## src/rtl/spi_mem_pkg.sv

```systemverilog
package spi_mem_pkg;
  localparam logic [7:0] OP_WRSR  = 8'h01;
  localparam logic [7:0] OP_WRITE = 8'h02;
  localparam logic [7:0] OP_READ  = 8'h03;
  localparam logic [7:0] OP_WRDI  = 8'h04;
  localparam logic [7:0] OP_RDSR  = 8'h05;
  localparam logic [7:0] OP_WREN  = 8'h06;

  typedef enum logic [2:0] {
    ST_CMD, ST_ADDR, ST_RDAT, ST_WDAT, ST_SRW, ST_SRR, ST_IGN
  } cmd_st_e;

  // top2: two most significant array address bits of the target page
  function automatic logic prot_hit(input logic [1:0] bp, input logic [1:0] top2);
    case (bp)
      2'b00:   prot_hit = 1'b0;
      2'b01:   prot_hit = (top2 == 2'b11);
      2'b10:   prot_hit = top2[1];
      default: prot_hit = 1'b1;
    endcase
  endfunction
endpackage

```

## src/rtl/spi_mem_sync.sv

```systemverilog
module spi_mem_sync #(
  parameter int STAGES = 2
) (
  input  logic clk,
  input  logic rst,
  input  logic sck,
  input  logic cs_n,
  input  logic si,
  input  logic wp_n,
  output logic sck_rise,
  output logic sck_fall,
  output logic cs_act,
  output logic cs_end,
  output logic si_s,
  output logic wp_ok
);
  // bit order: {wp_n, si, cs_n, sck}
  localparam logic [3:0] RST_V = 4'b1010;
  logic [3:0] stg [STAGES];
  logic       sck_d, csn_d;
  logic [3:0] last;

  always_ff @(posedge clk) begin
    if (rst) begin
      for (int i = 0; i < STAGES; i++) stg[i] <= RST_V;
      sck_d <= 1'b0;
      csn_d <= 1'b1;
    end else begin
      stg[0] <= {wp_n, si, cs_n, sck};
      for (int i = 1; i < STAGES; i++) stg[i] <= stg[i-1];
      sck_d <= stg[STAGES-1][0];
      csn_d <= stg[STAGES-1][1];
    end
  end

  assign last     = stg[STAGES-1];
  assign sck_rise = last[0] & ~sck_d;
  assign sck_fall = ~last[0] & sck_d;
  assign cs_act   = ~last[1];
  assign cs_end   = last[1] & ~csn_d;
  assign si_s     = last[2];
  assign wp_ok    = last[3];
endmodule

```

## src/rtl/spi_mem_ram.sv

```systemverilog
module spi_mem_ram #(
  parameter int DEPTH = 256,
  localparam int AW = $clog2(DEPTH)
) (
  input  logic          clk,
  input  logic          we,
  input  logic [AW-1:0] waddr,
  input  logic [7:0]    wdata,
  input  logic [AW-1:0] raddr,
  output logic [7:0]    rdata
);
  logic [7:0] mem [DEPTH];

  always_ff @(posedge clk) begin
    if (we) mem[waddr] <= wdata;
    rdata <= mem[raddr];
  end
endmodule

```

## src/rtl/spi_mem_wtimer.sv

```systemverilog
module spi_mem_wtimer #(
  parameter int CYCLES = 250000,
  localparam int CW = $clog2(CYCLES)
) (
  input  logic          clk,
  input  logic          rst,
  input  logic          start,
  output logic          busy,
  output logic [CW-1:0] idx,
  output logic          last
);
  always_ff @(posedge clk) begin
    if (rst) begin
      busy <= 1'b0;
      idx  <= '0;
    end else if (start && !busy) begin
      busy <= 1'b1;
      idx  <= '0;
    end else if (busy) begin
      if (idx == CW'(CYCLES - 1)) busy <= 1'b0;
      else                        idx  <= idx + 1'b1;
    end
  end

  assign last = busy && (idx == CW'(CYCLES - 1));
endmodule

```

## src/rtl/spi_cmd_mem.sv

```systemverilog
module spi_cmd_mem
  import spi_mem_pkg::*;
#(
  parameter int ADDR_W    = 16,
  parameter int DEPTH     = 256,
  parameter int PAGE      = 32,
  parameter int WRITE_CYC = 250000,
  parameter int SYNC      = 2
) (
  input  logic clk,
  input  logic rst,
  input  logic sck,
  input  logic cs_n,
  input  logic si,
  input  logic wp_n,
  output logic so,
  output logic so_oe
);
  localparam int AW     = $clog2(DEPTH);
  localparam int PW     = $clog2(PAGE);
  localparam int ABYTES = ADDR_W / 8;
  localparam int ACW    = $clog2(ABYTES) + 1;
  localparam int CW     = $clog2(WRITE_CYC);

  logic sck_rise, sck_fall, cs_act, cs_end, si_s, wp_ok;
  spi_mem_sync #(.STAGES(SYNC)) u_sync (
    .clk(clk), .rst(rst), .sck(sck), .cs_n(cs_n), .si(si), .wp_n(wp_n),
    .sck_rise(sck_rise), .sck_fall(sck_fall), .cs_act(cs_act),
    .cs_end(cs_end), .si_s(si_s), .wp_ok(wp_ok)
  );

  cmd_st_e        st;
  logic [2:0]     bcnt;
  logic [6:0]     sh;
  logic [7:0]     op;
  logic [AW-1:0]  addr;
  logic [ACW-1:0] acnt;
  logic           got, wel, sr_cyc;
  logic [1:0]     bp, wd;
  logic [3:0]     sr_stage;
  logic [PAGE-1:0] pvalid;
  logic [7:0]     pbuf [PAGE];
  logic [7:0]     byte_in, rdata, status, out_byte;
  logic           wip, tm_last, start, wr_ok, sr_ok, mem_we, byte_done;
  logic [CW-1:0]  tm_idx;

  assign byte_in   = {sh, si_s};
  assign byte_done = cs_act && sck_rise && (bcnt == 3'd7);
  assign status    = {2'b00, wd, bp, wel, wip};

  // commit gating evaluated in the first cycle chip select is seen released
  assign wr_ok = (st == ST_WDAT) && got && (bcnt == 3'd0) && wel && wp_ok && !wip
                 && !prot_hit(bp, addr[AW-1:AW-2]);
  assign sr_ok = (st == ST_SRW) && got && (bcnt == 3'd0) && wel && wp_ok && !wip;
  assign start = cs_end && (wr_ok || sr_ok);

  spi_mem_wtimer #(.CYCLES(WRITE_CYC)) u_timer (
    .clk(clk), .rst(rst), .start(start), .busy(wip), .idx(tm_idx), .last(tm_last)
  );

  always_ff @(posedge clk) begin
    if (rst) begin
      st <= ST_CMD; bcnt <= '0; sh <= '0; op <= '0; addr <= '0; acnt <= '0;
      got <= 1'b0; wel <= 1'b0; sr_cyc <= 1'b0; bp <= '0; wd <= '0;
      sr_stage <= '0; pvalid <= '0;
    end else begin
      if (tm_last) begin
        wel    <= 1'b0;
        pvalid <= '0;
        sr_cyc <= 1'b0;
        if (sr_cyc) {wd, bp} <= sr_stage;
      end
      if (!cs_act) begin
        st <= ST_CMD; bcnt <= '0; acnt <= '0; got <= 1'b0;
        if (cs_end && sr_ok) sr_cyc <= 1'b1;
      end else if (sck_rise) begin
        sh   <= byte_in[6:0];
        bcnt <= bcnt + 1'b1;
        if (bcnt == 3'd7) begin
          case (st)
            ST_CMD: begin
              op <= byte_in;
              if (wip && byte_in != OP_RDSR) st <= ST_IGN;
              else begin
                case (byte_in)
                  OP_WREN: begin wel <= 1'b1; st <= ST_IGN; end
                  OP_WRDI: begin wel <= 1'b0; st <= ST_IGN; end
                  OP_RDSR: st <= ST_SRR;
                  OP_WRSR: st <= ST_SRW;
                  OP_READ, OP_WRITE: st <= ST_ADDR;
                  default: st <= ST_IGN;
                endcase
              end
            end
            ST_ADDR: begin
              addr <= AW'({addr, byte_in});
              acnt <= acnt + 1'b1;
              if (acnt == ACW'(ABYTES - 1)) begin
                st     <= (op == OP_READ) ? ST_RDAT : ST_WDAT;
                pvalid <= '0;
              end
            end
            ST_RDAT: addr <= addr + 1'b1;
            ST_WDAT: begin
              pvalid[addr[PW-1:0]] <= 1'b1;
              addr[PW-1:0]         <= addr[PW-1:0] + 1'b1;
              got                  <= 1'b1;
            end
            ST_SRW: begin
              sr_stage <= byte_in[5:2];
              got      <= 1'b1;
            end
            default: ;
          endcase
        end
      end
    end
  end

  // page buffer: no reset so it maps onto distributed or block RAM
  always_ff @(posedge clk) begin
    if (byte_done && st == ST_WDAT) pbuf[addr[PW-1:0]] <= byte_in;
  end

  assign mem_we = wip && !sr_cyc && ({1'b0, tm_idx} < (CW+1)'(PAGE))
                  && pvalid[tm_idx[PW-1:0]];

  spi_mem_ram #(.DEPTH(DEPTH)) u_ram (
    .clk(clk), .we(mem_we),
    .waddr({addr[AW-1:PW], tm_idx[PW-1:0]}), .wdata(pbuf[tm_idx[PW-1:0]]),
    .raddr(addr), .rdata(rdata)
  );

  assign out_byte = (st == ST_SRR) ? status : rdata;

  always_ff @(posedge clk) begin
    if (rst) begin
      so    <= 1'b0;
      so_oe <= 1'b0;
    end else begin
      so_oe <= cs_act && (st == ST_RDAT || st == ST_SRR);
      if (cs_act && sck_fall) so <= out_byte[3'd7 - bcnt];
    end
  end
endmodule

```

## config.mk

```make
export PLATFORM = sky130hd
export DESIGN_NAME = spi_cmd_mem
export DESIGN_NICKNAME = d
export VERILOG_FILES = /design/src/rtl/spi_mem_pkg.sv /design/src/rtl/spi_mem_sync.sv /design/src/rtl/spi_mem_ram.sv /design/src/rtl/spi_mem_wtimer.sv /design/src/rtl/spi_cmd_mem.sv
export SDC_FILE = /design/constraint.sdc
export NUM_CORES = 2
export LEC_CHECK = 0
export ABC_AREA = 1
export BUFFER_PORTS_ARGS = -buffer_cell sky130_fd_sc_hd__buf_2
export CORE_ASPECT_RATIO = 0.8
export CORE_MARGIN = 2
export CORE_UTILIZATION = 57
export CTS_CLUSTER_SIZE = 16
export DETAILED_ROUTE_END_ITERATION = 12
export HOLD_SLACK_MARGIN = 0.06
export PLACE_DENSITY_LB_ADDON = 0.08
export SETUP_SLACK_MARGIN = 0.3
export SYNTH_ARGS = -nofsm -noshare
export SYNTH_HDL_FRONTEND = slang
export SYNTH_HIERARCHICAL = 1
export SYNTH_SLANG_ARGS = --single-unit
export TNS_END_PERCENT = 50
```

## constraint.sdc

```tcl
create_clock -name clk -period 7.49 [get_ports clk]
set_clock_uncertainty 0.15 [all_clocks]
set_input_delay 0.749 -clock clk [delete_from_list [all_inputs] [get_ports clk]]
set_output_delay 0.749 -clock clk [all_outputs]
set_load 0.005 [all_outputs]
```

Yosys cells after proc, flatten, opt, wreduce, memory -nomap -nowiden. Memory sizes are Yosys's and may differ from the RTL's. A register that Yosys moved wholly into a read port is not among the register bits. Cells that the tools add are included.

Mux-type cells: 46. Reduce and logical (&&, ||, !) cells: 50. Equal/unequal tests: 20. Multipliers: 0. Add/subtract/negate cells: 6. Bitwise gates (word level): 11. Div/mod/pow operators: 0. Order comparisons: 5. Shift operators: 0.

Operator list (count): 32-bit 2-to-1 mux (6); 32-bit case mux with 2 select lines (1); 32-bit bitwise OR (1); 1-bit logical AND (25); 8-bit by 2-bit equality test with 1-bit output, second input constant (3); 8-bit by 3-bit equality test with 1-bit output, second input constant (3); 1-bit 2-to-1 mux (23); 4-bit AND reduction (5); 18-bit by 1-bit adder with 18-bit output, second input constant (1); 18-bit equality test, second input constant (1); 18-bit by 6-bit less-than comparator with 1-bit output, second input constant (1); 5-bit case mux with 3 select lines (1); 5-bit by 6-bit less-than comparator with 1-bit output, second input constant (2); 3-bit case mux with 2 select lines (2); 5-bit 2-to-1 mux (2); 3-bit equality test, second input constant (3); 3-bit case mux with 3 select lines (1); 8-bit by 1-bit adder with 8-bit output, second input constant (1); 8-bit by 1-bit equality test with 1-bit output, second input constant (1); 4-bit 2-to-1 mux (2); 8-bit 2-to-1 mux (1); 8-bit by 3-bit != test with 1-bit output, second input constant (1); 2-bit OR reduction (4); 3-bit by 2-bit equality test with 1-bit output, second input constant (2); 27 further kinds (45).

Memory bits (writable): 2312. Memories kept: 3. Logic and storage cells: 161. Register bits: 97. Bits in latches: 0. Output and inout bits: 2. ROM bits: 0.

Memories: u_ram.mem (words 256, bits a word 8, read ports 1, clocked after Yosys merged registers in 1, wr ports 1, RTL line spi_mem_ram.sv:12) `logic [7:0] mem [DEPTH];`; pbuf (words 32, bits a word 8, read ports 1, clocked after Yosys merged registers in 1, wr ports 1, RTL line spi_cmd_mem.sv:42) `logic [7:0] pbuf [PAGE];`; u_sync.stg (words 2, bits a word 4, read ports 2, clocked after Yosys merged registers in 0, wr ports 2, RTL line spi_mem_sync.sv:19) `logic [3:0] stg [STAGES];`.

Depth between registers and ports, before layout.
Depth after elaboration: 12. Depth in mapped cells: 16. Depth with buffers taken out: 12.

Cells and area by module. Netlist, hierarchy kept.

By module, submodules not included: spi_mem_ram (instances 1, cells each 7003, seq. area each 61659.1 um^2, area each 83396.2 um^2); spi_cmd_mem (instances 1, cells each 1439, seq. area each 9208.8 um^2, area each 14074.7 um^2); spi_mem_wtimer (instances 1, cells each 171, seq. area each 380.4 um^2, area each 1081.0 um^2); spi_mem_sync (instances 1, cells each 35, seq. area each 200.2 um^2, area each 296.5 um^2).

Worst setup path before layout. Ideal clock, no wire load.

Kind: register -> register. Start point: register u_timer/idx[0] (netlist name). End point: memory u_ram.mem[0][3] (data pin). Path slack: 1.840 ns. Data required time: 6.471 ns. Period minus slack after synthesis: 5.650 ns. Cell stages (with the launch flop): 11. Library setup time: 0.869 ns. Data arrival time: 4.630 ns. Cell sequence: dfxtp_1 buf_2 buf_2 buf_2 nand2_1 nand3_1 nand3_1 nand2_1 nand2_1 nand3_1 and2_1.

RTL lines (RTL line): end, declared (spi_mem_ram.sv:12).

Final worst setup path.
Start point: register u_timer.idx[1]. End point: memory u_ram.mem[197][4], enable pin.

Cells in the longest elaborated chain, start to end: 5. Elaborated cells on any way between the ends: 7. Classes of those cells: order compare: 1; mux: 4; reduce/logical: 2.

RTL lines: start, declared (RTL line spi_mem_wtimer.sv:9) `output logic [CW-1:0] idx,`; start signal, assigned (RTL line spi_mem_wtimer.sv:21) `else idx <= idx + 1'b1;`; 18-bit by 6-bit less-than comparator with 1-bit output or 1-bit binary-select mux with 5-bit select (tied branches) (RTL line spi_cmd_mem.sv:125, spi_cmd_mem.sv:126); 1-bit logical AND or 1-bit 2-to-1 mux (tied branches) (RTL line spi_cmd_mem.sv:125, spi_cmd_mem.sv:126); 1-bit logical AND (*) (RTL line spi_cmd_mem.sv:126) `&& pvalid[tm_idx[PW-1:0]];`; via mem_we (RTL line spi_cmd_mem.sv:44) `logic wip, tm_last, start, wr_ok, sr_ok, mem_we, byte_done;`; 1-bit 2-to-1 mux (*) (RTL line spi_mem_ram.sv:15) `if (we) mem[waddr] <= wdata;`; 1-bit 2-to-1 mux (implied by the code) (*) (RTL line spi_mem_ram.sv:15).

The timed path passes the listed nets; every way through them passes the cells marked *. The select of a mux whose other input is x is not followed.

==> flow_metrics.tcl <==
set metrics [dict create \
    status "finished clean" \
    drtAntennaViolNets 0 \
    cts_tree "yes" \
    core_um2 172000 \
    required_ns 7.82 \
    die_h_um 376 \
    max_freq_ghz 0.195 \
    wl_mm 264 \
    yosys_warnings 6 \
    dp_hpwl_mm 148 \
    drv_slew 0 \
    cts.clk_slew.worst_paths_ns 0.06 \
    layout_commonest_cell "nand2_1" \
    period_share 0.683 \
    cpMaxStageDelayCell "nand3_1" \
    cts_buffer_depth 3 \
    track_usage 0.295 \
    cp_top_family "simple AND/OR/NAND/NOR gates" \
    tightestPinTransition_ns 1.29 \
    mostFrequentLayoutCells "nand2_1, edfxtp_1, nand3_1, nor2_1, clkbuf_16" \
    critPathBufInv 2 \
    cts-root-buf "clkbuf_16" \
    areaGrowthSynthToFinish_pct 8.98 \
    num_rows 136 \
    layout-drive-gt1-share 0.0578 \
    ir_worst_vdd_uv 213 \
    holdCritPathClass "input pin to flip-flop" \
    syn_nets 8664 \
    synth-seq-cells 2417 \
    crit_end "u_ram/mem[197][4]" \
    crit_cells 9 \
    io_buffer_count 7 \
    drcViolationCount 0 \
    reg2reg_slack_ns 2.37 \
    fin_setup_tns_ns 0 \
    crit_arrival_ns 5.45 \
    crit_path_start "u_timer/idx[1]" \
    grt_pass1_vias 61400 \
    cts_resized 0 \
    grt_pass1_wl_mm 392 \
    grt_max_degree 202 \
    die_area_um2 177000 \
    wire_per_inst_um 24.2 \
    path_class "flip-flop to flip-flop" \
    critPathLaunchType "flip-flop" \
    setup_viol 0 \
    cp_cell_sequence "inv_2 -> buf_4 -> nand3_1 -> nand3_1 -> nand3_1 -> a21oi_1 -> nor2_4 -> nand3_1 -> nor2_1" \
    hold_violations 0 \
    postCtsSetupBuffers 0 \
    critical_path.max_stage_delay_ns 1.00 \
    synthCells 8648 \
    gp_congestion 0.860 \
    cts_buffers 227 \
    antenna_found_initial 2 \
    drt-initial-drc-count 9667 \
    syn-cell-area_um2 98800 \
    worstReg2RegStart "u_timer/idx[1]" \
    crit_top_cell "nand3_1" \
    die_x_um 470 \
    nFillCells 13500 \
    clock_latency_ns 0.86 \
    dp.cells 10500 \
    synth-seq-area-share 0.723 \
    synth_cell_types 36 \
    rsz0062_at_grt "no" \
    power.density_nw_per_um2 244 \
    reg2reg_to "u_ram/mem[197][4]" \
    critPathCaptureType "flip-flop" \
    ff2ff_path_depth 9 \
    num_vias 65600 \
    maxCapViolCount 0 \
    syn_area_per_cell_um2 11.4 \
    maxSlewHeadroom 0.134 \
    cts_hold_buf 4 \
    htree_num_levels 4 \
    grt_overflow 0 \
    clock-sinks 2417 \
    p_leak_nw 37.8 \
    nets 8439 \
    crit_fanout 39 \
    top_level_ports 8 \
    period_needed_ns 5.12 \
    vias_per_cell 6.02 \
    stdcell_count 10900 \
    initial_core_util 0.575 \
    worstHoldStart "rst" \
    drt_first_pass_iters 6 \
]
-- layer usage --
layer	GRT usage	vias up	part of all wire
li1	-	30000	-
met1	0.445	32100	0.43
met2	0.440	3135	0.44
met3	0.0598	400	0.10
met4	0.0785	2	0.025
met5	0	-	0.000049
-- report_power, final --
group / total (mW) / internal [mW] / switching, mW
Combinational: 0.0344 / 0.00836 / 0.0261
Sequential: 14.6 / 14.6 / 0.00110
Clock: 11.7 / 6.74 / 4.99
-- worst min path at each step --
stage	slack, ns	endpoint	cells past startpoint
global route	0.15	u_sync/sck_d	2
detailed placement	0.25	u_sync/stg[0][5]	2
global placement	0.25	u_sync/stg[0][6]	2
finish	0.16	u_sync/stg[0][6]	2
CTS	0.12	u_sync/stg[0][6]	2
floorplan	0.24	u_sync/stg[0][5]	2
-- cell type report --
cell class,count,area [um2],share of cell area
Multi-Input combinational cell,5520,24100,0.224
Timing Repair Buffer,103,1080,0.0100
Clock buffer,283,6110,0.0567
Antenna cell,2,5.00,0.0000465
Inverter,154,614,0.00570
Clock inverter,146,1500,0.0139
Sequential cell,2417,71500,0.663
Tap cell,2277,2850,0.0264
-- Yosys cell counts (all sizes together) --
| library cell | n | area share |
|---|---|---|
| nor3 | 16 | 0.00092 |
| clkinv | 3 | 0.00011 |
| nand4 | 5 | 0.00032 |
| nor4 | 9 | 0.00057 |
| nor2 | 428 | 0.017 |
| nand3 | 2286 | 0.12 |
| o41ai | 1 | 0.00016 |
| clkbuf | 141 | 0.0054 |
| a21oi | 85 | 0.0045 |
| inv | 151 | 0.0058 |
| nand2 | 2606 | 0.099 |
| buf | 416 | 0.023 |
| o211ai | 1 | 0.000076 |
| edfxtp | 2304 | 0.70 |
| o21ai | 54 | 0.0027 |
| a22oi | 8 | 0.00061 |
| o311ai | 1 | 0.000089 |
| ha | 10 | 0.0013 |
| o21bai | 1 | 0.000076 |
| and2 | 9 | 0.00058 |
| dfxtp | 113 | 0.023 |
-- sequential cells by signal, summed over array words and instances (netlist names), 2 cells and up --
name and flops:
pbuf 256, u_ram/rdata 8, op 8, u_sync/stg 8, sr_stage 4, pvalid 32, u_timer/idx 18, bp 2
st 3, u_ram/mem 2048, bcnt 3, addr 8, acnt 2, sh 7, wd 2
-- per-stage QoR --
step           area, um2  worst slack [ns]   util  hold slack, ns  total power [mW]
5_1_grt           108000              2.15  0.626           0.154              27.0
3_3_place_gp      100000              2.56  0.582           0.247              14.9
6_report          108000              2.37  0.626           0.160              26.3
2_1_floorplan      98800              1.84      -           0.237              14.9
3_5_place_dp      100000              2.54  0.582           0.253              14.9
4_1_cts           108000              2.47  0.626           0.122              26.5
-- cells by family (layout without fill, tap and decap cells) --
kind of cell / after synthesis / after routing / share of synthesized area
buffers and inverters: 711 / 686 / 0.0339
other: 0 / 2 / 0
flip-flops: 2417 / 2417 / 0.723
AND/OR/NAND/NOR: 5359 / 5359 / 0.234
AO/OA/AOI/OAI: 151 / 151 / 0.00820
adder cells (fa/ha/maj): 10 / 10 / 0.00127
-- worst reg2reg max path, cell delays in order (launching register included) --
cell and delay [ns]:
dfxtp_2 0.63, inv_2 0.44, buf_4 0.45, nand3_1 0.14, nand3_1 0.09, nand3_1 0.13
a21oi_1 0.13, nor2_4 0.62, nand3_1 1.04, nor2_1 0.92
Power figures use the tool's default switching activity.
